**src/rtl/alu_pkg.sv**
```systemverilog
package alu_pkg;

  localparam int CTRL_W = 4;

  typedef enum logic [1:0] {
    OP_AND  = 2'b00,
    OP_OR   = 2'b01,
    OP_ADD  = 2'b10,
    OP_LESS = 2'b11
  } alu_op_e;

  typedef struct packed {
    logic    a_inv;
    logic    b_neg;
    alu_op_e op;
  } alu_ctrl_t;

endpackage

```
**src/rtl/alu_full_adder.sv**
```systemverilog
module alu_full_adder (
  input  logic a_i,
  input  logic b_i,
  input  logic c_i,
  output logic s_o,
  output logic c_o
);

  logic half_x;

  assign half_x = a_i ^ b_i;
  assign s_o    = half_x ^ c_i;
  assign c_o    = (a_i & b_i) | (c_i & half_x);

  always_comb begin

    carry_maj_chk: assert (c_o == ($countones({a_i, b_i, c_i}) >= 2))
      else $error("carry is not the majority of the adder inputs");

    sum_par_chk: assert (s_o == (($countones({a_i, b_i, c_i}) % 2) == 1))
      else $error("sum is not the parity of the adder inputs");
  end

endmodule

```
**src/rtl/alu_slice.sv**
```systemverilog
module alu_slice
  import alu_pkg::*;
#(
  parameter bit IS_MSB = 1'b0
) (
  input  logic      a_i,
  input  logic      b_i,
  input  alu_ctrl_t ctrl_i,
  input  logic      cin_i,
  input  logic      less_i,
  output logic      res_o,
  output logic      cout_o,
  output logic      set_o,
  output logic      ovf_o
);

  logic a_sel;
  logic b_sel;
  logic sum;

  assign a_sel = ctrl_i.a_inv ? ~a_i : a_i;
  assign b_sel = ctrl_i.b_neg ? ~b_i : b_i;

  alu_full_adder u_fa (
    .a_i (a_sel),
    .b_i (b_sel),
    .c_i (cin_i),
    .s_o (sum),
    .c_o (cout_o)
  );

  always_comb begin
    case (ctrl_i.op)
      OP_AND:  res_o = a_sel & b_sel;
      OP_OR:   res_o = a_sel | b_sel;
      OP_ADD:  res_o = sum;
      default: res_o = less_i;
    endcase
  end

  if (IS_MSB) begin : g_top
    assign set_o = sum;
    assign ovf_o = cin_i ^ cout_o;
  end else begin : g_inner
    assign set_o = 1'b0;
    assign ovf_o = 1'b0;
  end

endmodule

```
**src/rtl/alu_zero_detect.sv**
```systemverilog
module alu_zero_detect #(
  parameter int WIDTH = 32,
  parameter int GROUP = 8
) (
  input  logic [WIDTH-1:0] res_i,
  output logic             zero_o
);

  localparam int NGRP  = (WIDTH + GROUP - 1) / GROUP;
  localparam int PAD_W = NGRP * GROUP;

  logic [PAD_W-1:0] padded;
  logic [NGRP-1:0]  grp_any;

  assign padded = PAD_W'(res_i);

  for (genvar g = 0; g < NGRP; g++) begin : g_grp
    assign grp_any[g] = |padded[g*GROUP +: GROUP];
  end

  assign zero_o = ~|grp_any;

endmodule

```
**src/rtl/alu_bitslice.sv**
```systemverilog
module alu_bitslice
  import alu_pkg::*;
#(
  parameter int WIDTH = 32
) (
  input  logic [WIDTH-1:0] a_i,
  input  logic [WIDTH-1:0] b_i,
  input  logic [3:0]       ctrl_i,
  output logic [WIDTH-1:0] result_o,
  output logic             zero_o,
  output logic             ovf_o,
  output logic             cout_o
);

  localparam int MSB = WIDTH - 1;

  alu_ctrl_t        ctrl;
  logic [WIDTH-1:0] set_vec;
  logic [WIDTH-1:0] ovf_vec;
  logic             set_fb;

  assign ctrl = alu_ctrl_t'(ctrl_i);

  for (genvar i = 0; i < WIDTH; i++) begin : g_sl
    logic c_in;
    logic c_out;
    logic less;

    if (i == 0) begin : g_lsb
      assign c_in = ctrl.b_neg;
      assign less = set_fb;
    end else begin : g_up
      assign c_in = g_sl[i-1].c_out;
      assign less = 1'b0;
    end

    alu_slice #(
      .IS_MSB (i == MSB)
    ) u_slice (
      .a_i    (a_i[i]),
      .b_i    (b_i[i]),
      .ctrl_i (ctrl),
      .cin_i  (c_in),
      .less_i (less),
      .res_o  (result_o[i]),
      .cout_o (c_out),
      .set_o  (set_vec[i]),
      .ovf_o  (ovf_vec[i])
    );
  end

  // only the top slice drives non-zero set and overflow outputs
  assign set_fb = |set_vec;
  assign ovf_o  = |ovf_vec;
  assign cout_o = g_sl[MSB].c_out;

  alu_zero_detect #(
    .WIDTH (WIDTH),
    .GROUP (8)
  ) u_zero (
    .res_i  (result_o),
    .zero_o (zero_o)
  );

  always_comb begin
    if (ctrl.op == OP_LESS) begin

      slt_upper_chk: assert (result_o[MSB:1] == '0)
        else $error("upper result bits not clear under less code");
    end

    zero_flag_chk: assert (zero_o == (result_o == '0))
      else $error("zero flag disagrees with result");
    if (ctrl_i == 4'b0010) begin

      ovf_sign_chk: assert (ovf_o == ((a_i[MSB] == b_i[MSB]) && (result_o[MSB] != a_i[MSB])))
        else $error("overflow disagrees with operand and result signs");

      add_sum_chk: assert ({cout_o, result_o} == ({1'b0, a_i} + {1'b0, b_i}))
        else $error("sum and carry disagree with a + b");
    end
  end

endmodule

```
**config.mk**
```make
export PLATFORM = sky130hd
export DESIGN_NAME = alu_bitslice
export DESIGN_NICKNAME = d
export VERILOG_FILES = /design/src/rtl/alu_pkg.sv /design/src/rtl/alu_full_adder.sv /design/src/rtl/alu_slice.sv /design/src/rtl/alu_zero_detect.sv /design/src/rtl/alu_bitslice.sv
export SDC_FILE = /design/constraint.sdc
export NUM_CORES = 1
export LEC_CHECK = 0
export BUFFER_PORTS_ARGS = -buffer_cell sky130_fd_sc_hd__buf_4
export CORE_MARGIN = 4
export CORE_UTILIZATION = 42
export DETAILED_ROUTE_END_ITERATION = 10
export PLACE_DENSITY = 0.75
export SLEW_MARGIN = 25
export SYNTH_ARGS = -nofsm -noshare
export SYNTH_HDL_FRONTEND = slang
export SYNTH_HIERARCHICAL = 1
export SYNTH_SLANG_ARGS = --single-unit
export TNS_END_PERCENT = 20
```
**constraint.sdc**
```tcl
create_clock -name vclk -period 20
set_clock_uncertainty 0.1 [all_clocks]
set_input_delay 0 -clock vclk [all_inputs]
set_output_delay 0 -clock vclk [all_outputs]
set_load 0.01 [all_outputs]
```
# == Yosys cells after proc, flatten, opt, wreduce, memory -nomap -nowiden ==
# Cells that the tools add are included.
# word_totals
output_inout_bits,35
ff_bits,0
# classes
n_mux,96
reduce_logical,3
eq_ne,2
n_bitwise,257
# ops
cell,count
$pmux W1 S3,32
$xor A1 B1 Y1,65
$and A1 B1 Y1,64
$mux W1,64
$not A1 Y1,64
$or A1 B1 Y1,64
$reduce_or A32 Y1,1
$eq A2 B1 Y1 const B,1
$eq A2 B2 Y1 const B,1
$logic_not A2 Y1,1
$logic_not A1 Y1,1

# == Depth between registers and ports, before layout ==
# depth
depth_word,69
mapped_depth,41
mapped_depth_nobuf,41

# == Hierarchy ==
# The synthesis kept the hierarchy.
# by_module_without_submodules
mod,area_per_inst_um2,n_inst,cells_per_inst,seq_area_each_um2
alu_slice at g_sl[0].u_slice ...,66.3,31,10,0.0
alu_full_adder,20.0,32,1,0.0
alu_bitslice,153.9,1,23,0.0
alu_zero_detect,72.6,1,11,0.0
alu_slice at g_sl[31].u_slice,56.3,1,8,0.0

# == Least setup slack after synthesis ==
# No wires, ideal clock.
# synth_timing
path_kind,input to output
from,input ctrl_i[3]
to,output zero_o
arrival_ps,13791
required_ps,19900
cell_stages,41
n_path_buf,0
setup_slack_ps,6109
path_cell_list,xor2_1 fa_1 fa_1 fa_1 fa_1 fa_1 fa_1 fa_1 fa_1 fa_1 fa_1 fa_1 fa_1 fa_1 fa_1 fa_1 fa_1 fa_1 [... 5 more ...] fa_1 fa_1 fa_1 fa_1 fa_1 fa_1 fa_1 fa_1 fa_1 fa_1 nor4_1 nand4_1 or2_1 mux2i_1 o22ai_1 nor4_1 nand4_1 nor2_1
# synth_between
elab_chain_cells,68
# synth_lines
item,line_no,rtl
from (decl),alu_bitslice.sv:8,"input logic [3:0] ctrl_i,"
$mux W1 *,alu_slice.sv:21,assign a_sel = ctrl_i.a_inv ? ~a_i : a_i;
$xor A1 B1 Y1,alu_full_adder.sv:11,assign half_x = a_i ^ b_i;
$and A1 B1 Y1,alu_full_adder.sv:13,assign c_o = (a_i & b_i) | (c_i & half_x);
$or A1 B1 Y1 *,alu_full_adder.sv:13,
via g_sl[0].c_out,alu_bitslice.sv:26,logic c_out;
$and A1 B1 Y1 *,alu_full_adder.sv:13,
$or A1 B1 Y1 *,alu_full_adder.sv:13,
via g_sl[1].c_out,alu_bitslice.sv:26,
[... 2 more ...],n/a,
via g_sl[2].c_out,alu_bitslice.sv:26,
[... 2 more ...],n/a,
via g_sl[3].c_out,alu_bitslice.sv:26,
[... 2 more ...],n/a,
via g_sl[4].c_out,alu_bitslice.sv:26,
[... 2 more ...],n/a,
via g_sl[5].c_out,alu_bitslice.sv:26,
[... 2 more ...],n/a,
via g_sl[6].c_out,alu_bitslice.sv:26,
[... 2 more ...],n/a,
via g_sl[7].c_out,alu_bitslice.sv:26,
[... 2 more ...],n/a,
via g_sl[8].c_out,alu_bitslice.sv:26,
[... 2 more ...],n/a,
via g_sl[10].c_in,alu_bitslice.sv:25,logic c_in;
[... 2 more ...],n/a,
via g_sl[10].c_out,alu_bitslice.sv:26,
[... 2 more ...],n/a,
via g_sl[11].c_out,alu_bitslice.sv:26,
[... 2 more ...],n/a,
via g_sl[12].c_out,alu_bitslice.sv:26,
[... 2 more ...],n/a,
via g_sl[13].c_out,alu_bitslice.sv:26,
[... 2 more ...],n/a,
via g_sl[14].c_out,alu_bitslice.sv:26,
[... 2 more ...],n/a,
via g_sl[15].c_out,alu_bitslice.sv:26,
[... 2 more ...],n/a,
via g_sl[16].c_out,alu_bitslice.sv:26,
[... 2 more ...],n/a,
via g_sl[17].c_out,alu_bitslice.sv:26,
[... 2 more ...],n/a,
via g_sl[18].c_out,alu_bitslice.sv:26,
[... 2 more ...],n/a,
via g_sl[19].c_out,alu_bitslice.sv:26,
[... 2 more ...],n/a,
via g_sl[20].c_out,alu_bitslice.sv:26,
[... 2 more ...],n/a,
via g_sl[21].c_out,alu_bitslice.sv:26,
[... 2 more ...],n/a,
via g_sl[22].c_out,alu_bitslice.sv:26,
[... 2 more ...],n/a,
via g_sl[23].c_out,alu_bitslice.sv:26,
[... 2 more ...],n/a,
via g_sl[24].c_out,alu_bitslice.sv:26,
[... 2 more ...],n/a,
via g_sl[25].c_out,alu_bitslice.sv:26,
[... 2 more ...],n/a,
via g_sl[26].c_out,alu_bitslice.sv:26,
[... 2 more ...],n/a,
via g_sl[27].c_out,alu_bitslice.sv:26,
[... 2 more ...],n/a,
via g_sl[28].c_out,alu_bitslice.sv:26,
[... 2 more ...],n/a,
via g_sl[29].c_out,alu_bitslice.sv:26,
[... 1 more ...],n/a,
$or A1 B1 Y1 *,alu_full_adder.sv:13,
via g_sl[30].c_out,alu_bitslice.sv:26,
$xor A1 B1 Y1 *,alu_full_adder.sv:12,assign s_o = half_x ^ c_i;
via set_vec[31],alu_bitslice.sv:18,logic [WIDTH-1:0] set_vec;
$pmux W1 S3 *,alu_slice.sv:33,case (ctrl_i.op)
via result_o[0],alu_bitslice.sv:9,"output logic [WIDTH-1:0] result_o,"
$reduce_or A32 Y1 *,alu_zero_detect.sv:21,assign zero_o = ~|grp_any;
$logic_not A1 Y1 *,alu_zero_detect.sv:21,
to (decl),alu_bitslice.sv:10,"output logic zero_o,"
# The timed path passes the listed nets; every way through them passes the cells marked *.

# == Final worst setup path ==
# layout_timing
from,input ctrl_i[3]
to,output zero_o
# layout_between
elab_chain_cells,68
# layout_lines
item,line_no,rtl
$mux W1 *,alu_slice.sv:21,
via g_sl[0].u_slice.a_sel,alu_slice.sv:17,logic a_sel;
$xor A1 B1 Y1,alu_full_adder.sv:11,
$and A1 B1 Y1,alu_full_adder.sv:13,
$or A1 B1 Y1 *,alu_full_adder.sv:13,
via g_sl[0].c_out,alu_bitslice.sv:26,
$and A1 B1 Y1 *,alu_full_adder.sv:13,
$or A1 B1 Y1 *,alu_full_adder.sv:13,
via g_sl[1].c_out,alu_bitslice.sv:26,
[... 2 more ...],n/a,
via g_sl[2].c_out,alu_bitslice.sv:26,
[... 2 more ...],n/a,
via g_sl[3].c_out,alu_bitslice.sv:26,
[... 2 more ...],n/a,
via g_sl[4].c_out,alu_bitslice.sv:26,
[... 2 more ...],n/a,
via g_sl[5].c_out,alu_bitslice.sv:26,
[... 2 more ...],n/a,
via g_sl[6].c_out,alu_bitslice.sv:26,
[... 2 more ...],n/a,
via g_sl[7].c_out,alu_bitslice.sv:26,
[... 2 more ...],n/a,
via g_sl[8].c_out,alu_bitslice.sv:26,
[... 2 more ...],n/a,
via g_sl[10].c_in,alu_bitslice.sv:25,
[... 2 more ...],n/a,
via g_sl[10].c_out,alu_bitslice.sv:26,
[... 2 more ...],n/a,
via g_sl[11].c_out,alu_bitslice.sv:26,
[... 2 more ...],n/a,
via g_sl[12].c_out,alu_bitslice.sv:26,
[... 2 more ...],n/a,
via g_sl[13].c_out,alu_bitslice.sv:26,
[... 2 more ...],n/a,
via g_sl[14].c_out,alu_bitslice.sv:26,
[... 2 more ...],n/a,
via g_sl[15].c_out,alu_bitslice.sv:26,
[... 2 more ...],n/a,
via g_sl[16].c_out,alu_bitslice.sv:26,
[... 2 more ...],n/a,
via g_sl[17].c_out,alu_bitslice.sv:26,
[... 2 more ...],n/a,
via g_sl[18].c_out,alu_bitslice.sv:26,
[... 2 more ...],n/a,
via g_sl[19].c_out,alu_bitslice.sv:26,
[... 2 more ...],n/a,
via g_sl[20].c_out,alu_bitslice.sv:26,
[... 2 more ...],n/a,
via g_sl[21].c_out,alu_bitslice.sv:26,
[... 2 more ...],n/a,
via g_sl[22].c_out,alu_bitslice.sv:26,
[... 2 more ...],n/a,
via g_sl[23].c_out,alu_bitslice.sv:26,
[... 2 more ...],n/a,
via g_sl[24].c_out,alu_bitslice.sv:26,
[... 2 more ...],n/a,
via g_sl[25].c_out,alu_bitslice.sv:26,
[... 2 more ...],n/a,
via g_sl[26].c_out,alu_bitslice.sv:26,
[... 2 more ...],n/a,
via g_sl[27].c_out,alu_bitslice.sv:26,
[... 2 more ...],n/a,
via g_sl[28].c_out,alu_bitslice.sv:26,
[... 2 more ...],n/a,
via g_sl[29].c_out,alu_bitslice.sv:26,
$and A1 B1 Y1 *,alu_full_adder.sv:13,
$or A1 B1 Y1 *,alu_full_adder.sv:13,
via g_sl[30].c_out,alu_bitslice.sv:26,
$xor A1 B1 Y1 *,alu_full_adder.sv:12,
via set_vec[31],alu_bitslice.sv:18,
$pmux W1 S3,alu_slice.sv:33,
$reduce_or A32 Y1 *,alu_zero_detect.sv:21,
$logic_not A1 Y1 *,alu_zero_detect.sv:21,
# Marks and branches as above.

==> results.yml <==
placed_design:
  portBuffers: 103
  preCtsSetupSlack_ns: 4.82
  finalWeightedCongestion: 0.831
  placed_area_mm2: 0.00364
  dp_hpwl_mm: 6.08
global_route:
  grt_overflow_total: 0
  grt_pass1_vias: 2748
  grt_pass1_wl_mm: 12.3
  antenna_found_initial: 0
  grt_max_degree: 65
  grt_usage: 0.171
routing:
  wl_met3_um: 414
  drt_iter0_drc: 114
  dr.pass1.iters: 4
  num_vias: 2728
  wl_per_cell_um: 12.7
  drc: 0
  via_per_inst: 4.69
  top_layer: "met4"
  wirelength_met1_mm: 3.08
  antenna_left: 0
  wl_met2_mm: 3.83
  routed_wirelength_mm: 7.39
timing:
  worst-slew-pin-transition_ns: 0.828
  fin_crit_sh: 0.763
  fin_crit_ns: 15.25
  slew_headroom: 0.448
  postLayoutSetupSlackWorst_ns: 4.75
  fin_tns_setup_ns: 0
  rsz0062_at_grt: "no"
  hold_viol: 0
  max_freq_mhz: 65.6
  whs_ns: 0.473
  report.final.slew_viol_count: 0
  final-setup-viol-count: 0
critical_path:
  critPathArrivalTime_ns: 15.15
  slowest_stage: "fa_1"
  cp.required_ns: 19.90
  end_kind: "output port"
  start_kind: "input port"
  path_buf_inv: 2
  cp_max_fo: 32
  critPathTopFamily: "adder cells"
  crit_end: "zero_o"
  path_class: "input port to output port"
  worstSetupPathDepth: 43
  slowest_delay_ns: 0.48
  cp-startpoint: "ctrl_i[3]"
  cpMostUsedCell: "fa_1"
final_layout:
  area_delta_synth_final_pct: 22.0
  seq_cell_count: 0
  nets: 588
  layout-drive-gt1-share: 0.218
  mostFrequentLayoutCell: "buf_4"
  layout_common_cells: "103 x buf_4, 93 x conb_1, 65 x xor2_1"
  register_area_um2: 0
  clock_buffers: 0
  fin_area_mm2: 0.00364
  n_fill_cell: 660
  n_antenna_cell: 0
die:
  num_rows: 30
  die_h_um: 92.2
  die_w_um: 92.2
  core_area_mm2: 0.00683
  start_util: 0.436
  ios: 103
  die-area_mm2: 0.00850
min_path:
  hold_class: "input port to output port"
  hold_path.startpoint: "b_i[9]"
clocking:
  cts_setup_buffers: 0
  cts_hold_buf: 0
  cts.repair.resized: 0
run_status:
  outcome: "finished clean"
pwr:
  power_density_mw_per_mm2: 36.6
  p_clk_frac: 0
  p_leak_nw: 1.84
  ir_worst_vdd_mv: 0.0216
  total_power_mw: 0.133
  pwr-share-seq: 0
  p_sw_frac: 0.541
  p_sw_mw: 0.0720
  p_int_mw: 0.0611
  combinationalPowerShare: 1.000
logic_synthesis:
  synth_warnings: 6
  ys_seq_area_frac: 0
  netlist_area_mm2: 0.00298
  syn_inst: 384
  ys_types: 14
  synth_area_per_cell_um2: 7.76
flow_run:
  cap_viol_max_count: 0
## worst min-delay path by stage
stage                   end  slack (ns)  cells past startpoint
4_1_cts         result_o[7]        0.47                      5
3_3_place_gp   result_o[29]        0.46                      5
5_1_grt         result_o[7]        0.51                      5
6_report        result_o[9]        0.47                      5
3_5_place_dp    result_o[7]        0.47                      5
2_1_floorplan  result_o[12]        0.04                      2
## layout make-up
cell class,instances,area [um^2],share of cell area
Inverter,32,120,0.0330
Multi-Input combinational cell,351,2620,0.721
Tap cell,96,120,0.0330
Timing Repair Buffer,103,773,0.213
## cell usage after synthesis, types with 3 or more instances
library cell / count / share of area
conb_1: 32 / 0.040
nor4_2: 3 / 0.013
o21ai_0: 32 / 0.054
nor4_1: 21 / 0.044
mux2i_1: 32 / 0.11
a21oi_1: 32 / 0.054
xor2_1: 65 / 0.19
buf_4: 62 / 0.16
nand4_1: 6 / 0.013
o22ai_1: 32 / 0.067
inv_1: 32 / 0.040
fa_1: 32 / 0.22
## power by group through the flow
stage                     clock [mW]  combinational (mW)  sequential (mW)
after CTS                          0               0.133                0
after detailed placement           0               0.132                0
after global placement             0               0.127                0
after global routing               0               0.150                0
final                              0               0.133                0
after floorplan                    0              0.0862                0
## worst min-delay path, delay by kind of cell
family          cells  cell delay (ns)
compound gates      2             0.25
xor+xnor            1             0.09
buf+inv             2             0.23
## kinds of logic (layout without fill, tap and decap cells)
family | after synthesis | in the layout | synth area share
compound gates | 96 | 96 | 0.175
xor+xnor | 65 | 65 | 0.191
fa+ha+maj | 32 | 32 | 0.215
buf+inv | 94 | 135 | 0.197
mux | 32 | 32 | 0.108
other cells | 32 | 93 | 0.0403
simple gates | 33 | 33 | 0.0748
## metal layers
| layer | vias up | global-route usage |
|---|---|---|
| li1 | 1361 | - |
| met2 | 82 | 0.319 |
| met1 | 1277 | 0.218 |
| met4 | 0 | 0.0173 |
| met3 | 8 | 0.0172 |
| met5 | - | 0 |
## metrics by stage
stage	cells	utilization
after floorplan	445	-
after global placement	582	0.532
after detailed placement	582	0.532
after CTS	582	0.532
after global routing	582	0.532
final	582	0.532
Power figures use the tool's default switching activity.
